File: config.mk
export PLATFORM = sky130hd
export DESIGN_NAME = npc_unit
export DESIGN_NICKNAME = d
export VERILOG_FILES = /design/src/rtl/npc_pkg.sv /design/src/rtl/npc_cond.sv /design/src/rtl/npc_target.sv /design/src/rtl/npc_pc_reg.sv /design/src/rtl/npc_unit.sv
export SDC_FILE = /design/constraint.sdc
export NUM_CORES = 1
export LEC_CHECK = 0
export ABC_AREA = 1
export CORE_ASPECT_RATIO = 0.9
export CORE_MARGIN = 2
export CORE_UTILIZATION = 51
export CTS_CLUSTER_DIAMETER = 40
export DETAILED_ROUTE_END_ITERATION = 8
export PLACE_DENSITY = 0.88
export SLEW_MARGIN = 20
export SYNTH_ARGS = -nofsm -noshare
export SYNTH_HDL_FRONTEND = slang
export SYNTH_SLANG_ARGS = --single-unit
File: constraint.sdc
create_clock -name clk -period 3.7 [get_ports clk]
set_clock_uncertainty 0.05 [all_clocks]
set_input_delay 0.37 -clock clk [delete_from_list [all_inputs] [get_ports clk]]
set_output_delay 0.37 -clock clk [all_outputs]
set_load 0.02 [all_outputs]
File: src/rtl/npc_pkg.sv
package npc_pkg;

   // major opcodes the unit reacts to
   localparam logic [3:0] OPC_BRANCH = 4'b0110;
   localparam logic [3:0] OPC_JAL    = 4'b1011;

   // relation selected by the two low function bits
   typedef enum logic [1:0] {
      REL_NEVER = 2'b00,
      REL_EQ    = 2'b01,
      REL_LT    = 2'b10,
      REL_LE    = 2'b11
   } rel_e;

   // decoded branch function field
   typedef struct packed {
      logic invert;    // function bit 3
      logic vs_zero;   // function bit 2
      rel_e rel;       // function bits 1:0
   } brfn_t;

   function automatic brfn_t split_fn(input logic [3:0] fn);
      brfn_t r;
      r.invert  = fn[3];
      r.vs_zero = fn[2];
      r.rel     = rel_e'(fn[1:0]);
      return r;
   endfunction

endpackage

File: src/rtl/npc_cond.sv
module npc_cond
   import npc_pkg::*;
#(
   parameter int XLEN       = 32,
   parameter bit SIGNED_CMP = 1'b1
) (
   input  logic [XLEN-1:0] a_val,
   input  logic [XLEN-1:0] b_val,
   input  logic [3:0]      fn,
   output logic            cond
);

   brfn_t            dec;
   logic [XLEN-1:0]  rhs;
   logic             is_eq;
   logic             is_lt;
   logic             base;
   logic             reserved;

   assign dec = split_fn(fn);
   assign rhs = dec.vs_zero ? '0 : b_val;
   assign is_eq = (a_val == rhs);

   generate
      if (SIGNED_CMP) begin : g_signed
         assign is_lt = ($signed(a_val) < $signed(rhs));
      end else begin : g_unsigned
         assign is_lt = (a_val < rhs);
      end
   endgenerate

   always_comb begin
      unique case (dec.rel)
         REL_NEVER: base = 1'b0;
         REL_EQ:    base = is_eq;
         REL_LT:    base = is_lt;
         REL_LE:    base = is_lt | is_eq;
         default:   base = 1'b0;
      endcase
   end

   // zero-compare with the "never" relation has no defined meaning
   assign reserved = dec.vs_zero && (dec.rel == REL_NEVER);
   assign cond     = reserved ? 1'b0 : (base ^ dec.invert);

endmodule

File: src/rtl/npc_target.sv
module npc_target #(
   parameter int XLEN  = 32,
   parameter int IMM_W = 16
) (
   input  logic [XLEN-1:0]  pc_val,
   input  logic [XLEN-1:0]  base_val,
   input  logic [IMM_W-1:0] imm,
   output logic [XLEN-1:0]  seq_pc,
   output logic [XLEN-1:0]  br_pc,
   output logic [XLEN-1:0]  jmp_pc
);

   localparam int              EXT_W = XLEN - IMM_W;
   localparam logic [XLEN-1:0] STEP  = XLEN'(4);
   localparam logic [XLEN-1:0] AMASK = XLEN'(3);

   logic [XLEN-1:0] sext;
   logic [XLEN-1:0] word_off;

   assign sext     = {{EXT_W{imm[IMM_W-1]}}, imm};
   assign word_off = sext << 2;
   assign seq_pc   = pc_val + STEP;
   assign br_pc    = seq_pc + word_off;
   assign jmp_pc   = (base_val + word_off) & ~AMASK;

endmodule

File: src/rtl/npc_pc_reg.sv
module npc_pc_reg #(
   parameter int              XLEN     = 32,
   parameter logic [XLEN-1:0] RESET_PC = 'h40
) (
   input  logic            clk,
   input  logic            rst_n,
   input  logic            run,
   input  logic [XLEN-1:0] d,
   output logic [XLEN-1:0] q
);

   localparam logic [XLEN-1:0] AMASK = XLEN'(3);

   always_ff @(posedge clk) begin
      if (!rst_n) begin
         q <= RESET_PC;
      end else if (run) begin
         q <= d & ~AMASK;
      end
   end

endmodule

File: src/rtl/npc_unit.sv
module npc_unit
   import npc_pkg::*;
#(
   parameter int              XLEN       = 32,
   parameter int              IMM_W      = 16,
   parameter logic [XLEN-1:0] RESET_PC   = 'h40,
   parameter bit              SIGNED_CMP = 1'b1
) (
   input  logic             clk,
   input  logic             rst_n,
   input  logic             run,
   input  logic [3:0]       opcode,
   input  logic [3:0]       func,
   input  logic [XLEN-1:0]  rs1_val,
   input  logic [XLEN-1:0]  rs2_val,
   input  logic [IMM_W-1:0] imm,
   output logic [XLEN-1:0]  pc,
   output logic [XLEN-1:0]  next_pc,
   output logic             taken,
   output logic             link_we,
   output logic [XLEN-1:0]  link_val
);

   generate
      if (XLEN < IMM_W + 2) begin : g_bad_width
         $error("npc_unit: XLEN must exceed IMM_W by at least 2");
      end
      if (RESET_PC[1:0] != 2'b00) begin : g_bad_reset
         $error("npc_unit: RESET_PC must be word aligned");
      end
   endgenerate

   logic            is_branch;
   logic            is_jal;
   logic            cond;
   logic [XLEN-1:0] seq_pc;
   logic [XLEN-1:0] br_pc;
   logic [XLEN-1:0] jmp_pc;

   assign is_branch = (opcode == OPC_BRANCH);
   assign is_jal    = (opcode == OPC_JAL);

   npc_cond #(
      .XLEN       (XLEN),
      .SIGNED_CMP (SIGNED_CMP)
   ) u_cond (
      .a_val (rs1_val),
      .b_val (rs2_val),
      .fn    (func),
      .cond  (cond)
   );

   npc_target #(
      .XLEN  (XLEN),
      .IMM_W (IMM_W)
   ) u_target (
      .pc_val   (pc),
      .base_val (rs1_val),
      .imm      (imm),
      .seq_pc   (seq_pc),
      .br_pc    (br_pc),
      .jmp_pc   (jmp_pc)
   );

   assign taken    = is_branch & cond;
   assign link_we  = is_jal;
   assign link_val = seq_pc;

   always_comb begin
      if (is_jal) begin
         next_pc = jmp_pc;
      end else if (taken) begin
         next_pc = br_pc;
      end else begin
         next_pc = seq_pc;
      end
   end

   npc_pc_reg #(
      .XLEN     (XLEN),
      .RESET_PC (RESET_PC)
   ) u_pc (
      .clk   (clk),
      .rst_n (rst_n),
      .run   (run),
      .d     (next_pc),
      .q     (pc)
   );

endmodule

==> flow_metrics.env, run 1 <==
export IMPL_post_synth_fa_ha_maj_area_fraction_pct=16.4
export IMPL_clock_sinks=30
export IMPL_outcome="aborted with a tool error"
export IMPL_dieHeight_um=117
export IMPL_cts_buffer_depth=2
export IMPL_synth_cell_type_count=46
export IMPL_htreeDepth=2
export IMPL_synth_edff_count=0
export IMPL_async_reset_ff_share_pct=0
export IMPL_grt_pass1_vias=15300
export IMPL_ios=189
export IMPL_stop_stage="5_1_grt"
export IMPL_seq_area_frac_synth_pct=8.35
export IMPL_syn_area_mm2=0.00719
export IMPL_start_util_pct=51.8
export IMPL_pre_cts_ws_ns=-0.841
export IMPL_cts_root_buf="clkbuf_16"
export IMPL_synth_top_family_by_area="simple AND/OR/NAND/NOR gates"
export IMPL_grt_usage_pct=76.3
export IMPL_cts_buffers_inserted=5
export IMPL_synth_simple_area_share_pct=40.2
export IMPL_synth_seq_cells=30
export IMPL_synth_xor_area_share_pct=6.82
export IMPL_synth_ff_type="dfxtp_1"
export IMPL_row_count=41
export IMPL_hold_buffers=0
export IMPL_syn_avg_cell_area_um2=5.75
export IMPL_gr_total_overflow=67
export IMPL_synth_compound_area_share_pct=15.9
export IMPL_synthMuxAreaShare_pct=0
export IMPL_gp_congestion=1.12
export IMPL_synthCells=1251
export IMPL_place_hpwl_mm=27.7
export IMPL_stop_error="[ERROR GRT-0116] Global routing finished with congestion. Check the congestion regions in the DRC Viewer."
export IMPL_synth_warning_count=0
export IMPL_die_w_um=129
export IMPL_port_buffers=182
export IMPL_grt_pass1_wl_mm=88.4
export IMPL_grt_max_degree=35
==> per-stage QoR <==
stage / cells / cell area, um2
floorplan: 1256 / 7220
global placement: 1889 / 11300
detailed placement: 1889 / 11300
CTS: 1953 / 12800
==> synth_stat cells (3+ instances only) <==
cell type  number  area share [%]
ha_1           91              16
or2_2           4            0.35
clkbuf_1       13            0.68
buf_4           8            0.83
nand4_1        49             4.3
buf_6           4            0.63
nor3_4          3            0.68
nand3_2         5            0.70
nor3_1         20             1.4
o21bai_1        5            0.52
clkinv_1        3            0.16
nor2_1         96             5.0
xnor2_1         9             1.1
buf_2           9            0.63
a21boi_0        5            0.52
nand3_1       103             7.2
nand2_1       338              18
o21ai_0        57             4.0
a21oi_1       127             8.8
o211ai_1        3            0.31
nand3b_1        5            0.52
a21o_1          9            0.94
xor2_1         47             5.7
inv_1         176             9.2
o21a_1          3            0.31
dfxtp_1        30             8.3
==> cells by family after synthesis <==
| kind of cell | after synthesis |
|---|---|
| xor+xnor | 56 |
| compound gates | 214 |
| simple gates | 640 |
| fa+ha+maj | 93 |
| other cells | 1 |
| flops | 30 |
| buf+inv | 217 |
==> routing by layer <==
metal	GRT usage, %	GRT overflow
met1	74.2	1
met2	94.4	37
met3	61.3	3
met4	79.4	26
met5	25.5	0
==> what timing repair did <==
| item | 4_1_cts |
|---|---|
| pin swaps | 94 |
| endpoints found under the setup margin | 45 |
| hold endpoints to repair | 0 |
| cloned | 0 |
| resized for setup | 354 |
| setup buffers | 56 |
==> run 2: changes to the inputs <==
--- a/config.mk
+++ b/config.mk
@@ -6,12 +6,10 @@
 export NUM_CORES = 1
 export LEC_CHECK = 0
 export ABC_AREA = 1
-export CORE_ASPECT_RATIO = 0.9
 export CORE_MARGIN = 2
-export CORE_UTILIZATION = 51
-export CTS_CLUSTER_DIAMETER = 40
+export CORE_UTILIZATION = 40
 export DETAILED_ROUTE_END_ITERATION = 8
-export PLACE_DENSITY = 0.88
+export PLACE_DENSITY_LB_ADDON = 0.15
 export SLEW_MARGIN = 20
 export SYNTH_ARGS = -nofsm -noshare
 export SYNTH_HDL_FRONTEND = slang
==> run 2 against run 1 <==
The flow now finishes, with violations (negative setup slack); synthesized cell count stayed put; synthesized area stayed put.
==> flow_metrics.env, run 2 <==
export IMPL_cts_tree="built"
export IMPL_grt_pass1_wl_mm=48.3
export IMPL_setup_viol=21
export IMPL_p_per_area_mw_per_mm2=216
export IMPL_violations="negative setup slack"
export IMPL_area_growth_pct=86.5
export IMPL_holdPathStages=4
export IMPL_dieArea_mm2=0.0191
export IMPL_synth_top_cell_area_share_pct=17.6
export IMPL_rr_worst_depth=24
export IMPL_synth_warning_count=0
export IMPL_place_hpwl_mm=24.7
export IMPL_synth_edff_count=0
export IMPL_min_delay_start="u_pc.q[17]"
export IMPL_grt_usage_pct=30.7
export IMPL_async_reset_ff_share_pct=0
export IMPL_final_common_cell="buf_4"
export IMPL_layout_nets=1953
export IMPL_tightest_slew_ns=0.891
export IMPL_dieHeight_um=138
export IMPL_finalInstanceArea_mm2=0.0134
export IMPL_seq_area_frac_synth_pct=8.35
export IMPL_ios=189
export IMPL_fmax_ghz=0.240
export IMPL_period_needed_ns=4.16
export IMPL_drv_slew=0
export IMPL_critical_path_cell_chain="nand4_1 -> nor2_4 -> nand4_4 -> nor2_4 -> nand4_4 -> nor2_4 -> nand3_2 -> xor2_2 -> inv_2 -> ha_4 -> nand2_4 -> nor2_4 -> inv_1 -> nor3_2 -> buf_4 -> nand3_1 -> nand2_1 -> xor2_1 -> nand4_1 -> nand3_2 -> nand2_2 -> buf_6"
export IMPL_reg_largest_list="u_pc.q: 30 flops"
export IMPL_gp_congestion=0.954
export IMPL_syn_avg_cell_area_um2=5.75
export IMPL_setup_tns_ns=-5.98
export IMPL_port_buffers=182
export IMPL_die_w_um=138
export IMPL_num_antenna_cells=0
export IMPL_rsz0062_at_grt="true"
export IMPL_synthCells=1251
export IMPL_post_drt_wl_per_cell_um=16.5
export IMPL_routed_wl_mm=33.0
export IMPL_largest_reg_flops=30
export IMPL_top_layer="met4"
export IMPL_outcome="finished, violations left"
export IMPL_path_class="reg2out"
export IMPL_grt_max_degree=43
export IMPL_synth_cell_type_count=46
export IMPL_cpMaxStageDelayCell="dfxtp_2"
export IMPL_worstReg2RegStart="u_pc.q[6]"
export IMPL_row_count=49
export IMPL_clock_latency_ns=0.28
export IMPL_cts_buffers_inserted=5
export IMPL_syn_area_mm2=0.00719
export IMPL_final_cell_mix="338 x buf_4, 288 x nand2_1, 150 x clkdlybuf4s50_1"
export IMPL_wl_met1_mm=13.5
export IMPL_vias_per_cell=5.29
export IMPL_required_ns=3.28
export IMPL_holdCritPathClass="reg2reg"
export IMPL_crit_start="u_pc.q[6]"
export IMPL_ys_top_cells_by_count="338 x nand2_1, 176 x inv_1, 127 x a21oi_1"
export IMPL_placeableCoreArea_mm2=0.0178
export IMPL_dr_wl_met2_mm=15.8
export IMPL_startpoint_type="flop"
export IMPL_vias=10600
export IMPL_start_util_pct=40.5
export IMPL_ant_nets=0
export IMPL_min_to="u_pc.q[17]"
export IMPL_cts_root_buf="clkbuf_16"
export IMPL_gr_total_overflow=0
export IMPL_postLayoutSetupSlackWorst_ns=-0.462
export IMPL_htreeDepth=2
export IMPL_postPlaceCellArea_mm2=0.0115
export IMPL_endpoint_kind="output pin"
export IMPL_synth_seq_cells=30
export IMPL_cpMostUsedCell="nor2_4"
export IMPL_fin_crit_sh_pct=112
export IMPL_drtIter0Drc=743
export IMPL_final_layout_size_suffix_gt1_share_pct=37.6
export IMPL_hold_viol_final=0
export IMPL_synth_area_leader_cell="nand2_1"
export IMPL_largest_register="u_pc.q"
export IMPL_slowest_delay_ns=0.35
export IMPL_power_leakage_nw=6.84
export IMPL_grt_pass1_vias=9929
export IMPL_drc=0
export IMPL_max_slew_margin_rel_pct=40.5
export IMPL_synthTopCellsByArea="nand2_1 18%, ha_1 16%, inv_1 9.2%"
export IMPL_yosysMostFrequentCell="nand2_1"
export IMPL_clock_sinks=30
export IMPL_maxCapViolations=0
export IMPL_clk_pin_slew_ns=0.05
export IMPL_antenna_found_initial=0
export IMPL_peakVddDrop_uv=167
export IMPL_arrival_ns=3.74
export IMPL_dr_pass1_iters=5
export IMPL_r2r_end="u_pc.q[29]"
export IMPL_crit_fanout=3
export IMPL_cts_buffer_depth=2
export IMPL_synth_ff_type="dfxtp_1"
export IMPL_r2r_slack_ns=0
export IMPL_post_route_util_pct=75.5
export IMPL_dr_wl_met3_mm=2.03
## run 2: cell counts after synthesis
Identical to the previous run, type by type.
## run 2: worst max path at each step
stage,endpoint,slack [ns],depth (start not counted)
detailed placement,next_pc[29],-0.68,21
global placement,next_pc[21],-0.63,21
CTS,next_pc[22],-0.33,19
finish,next_pc[29],-0.46,22
floorplan,next_pc[31],0.005,25
global route,next_pc[25],-0.62,23
## run 2: critical path, delay by kind of cell, from the launching register on
family | cells | cell delay (ns)
and+or+nand+nor | 15 | 1.94
adders and majority gates | 1 | 0.31
buffers and inverters | 4 | 0.46
DFF | 1 | 0.35
xor gates and xnor gates | 2 | 0.40
## run 2: repair_timing
action	CTS	global route
setup endpoints to repair	31	39
hold buffers	0	0
resized for setup	331	152
setup buffers	29	26
cloned	3	0
pin swaps	91	98
## run 2: kinds of logic after synthesis
kind of cell    share of synthesized area, %
xor+xnor                                6.82
simple gates                            40.2
buf+inv                                 12.3
fa+ha+maj                               16.4
compound gates                          15.9
other cells                           0.0521
flops                                   8.35
## run 2: where the power goes
part	switching, mW	leakage (nW)	total, mW	internal (mW)
logic	1.12	6.51	2.11	0.996
registers	0.0200	0.251	0.370	0.350
clock network	0.144	0.0739	0.410	0.266
total	1.28	6.84	2.89	1.61
## run 2: cell type report
type                    count  area, um2
multi-input cells        1009       6990
clock inverters             1       5.00
inverters                 181        686
flip-flops and latches     30        613
clock buffers               7        143
well taps                 229        287
repair buffers            542       4700
fillers                  1384       4360
## run 2: routing by layer
metal | vias up | GRT usage, %
li1 | 5166 | -
met2 | 472 | 53.7
met5 | - | 0
met4 | 0 | 13.2
met1 | 4825 | 38.8
met3 | 114 | 2.42
## run 2: per-stage QoR
step | hold WS, ns | setup WS [ns] | instances | power (mW)
CTS | 0.538 | -0.332 | 1974 | 2.70
floorplan | 0.478 | 0.00512 | 1256 | 1.23
finish | 0.565 | -0.462 | 1999 | 2.89
global route | 0.586 | -0.619 | 1999 | 3.07
global placement | 0.434 | -0.631 | 1935 | 2.10
detailed placement | 0.442 | -0.676 | 1935 | 2.11
Power figures use the tool's default switching activity.
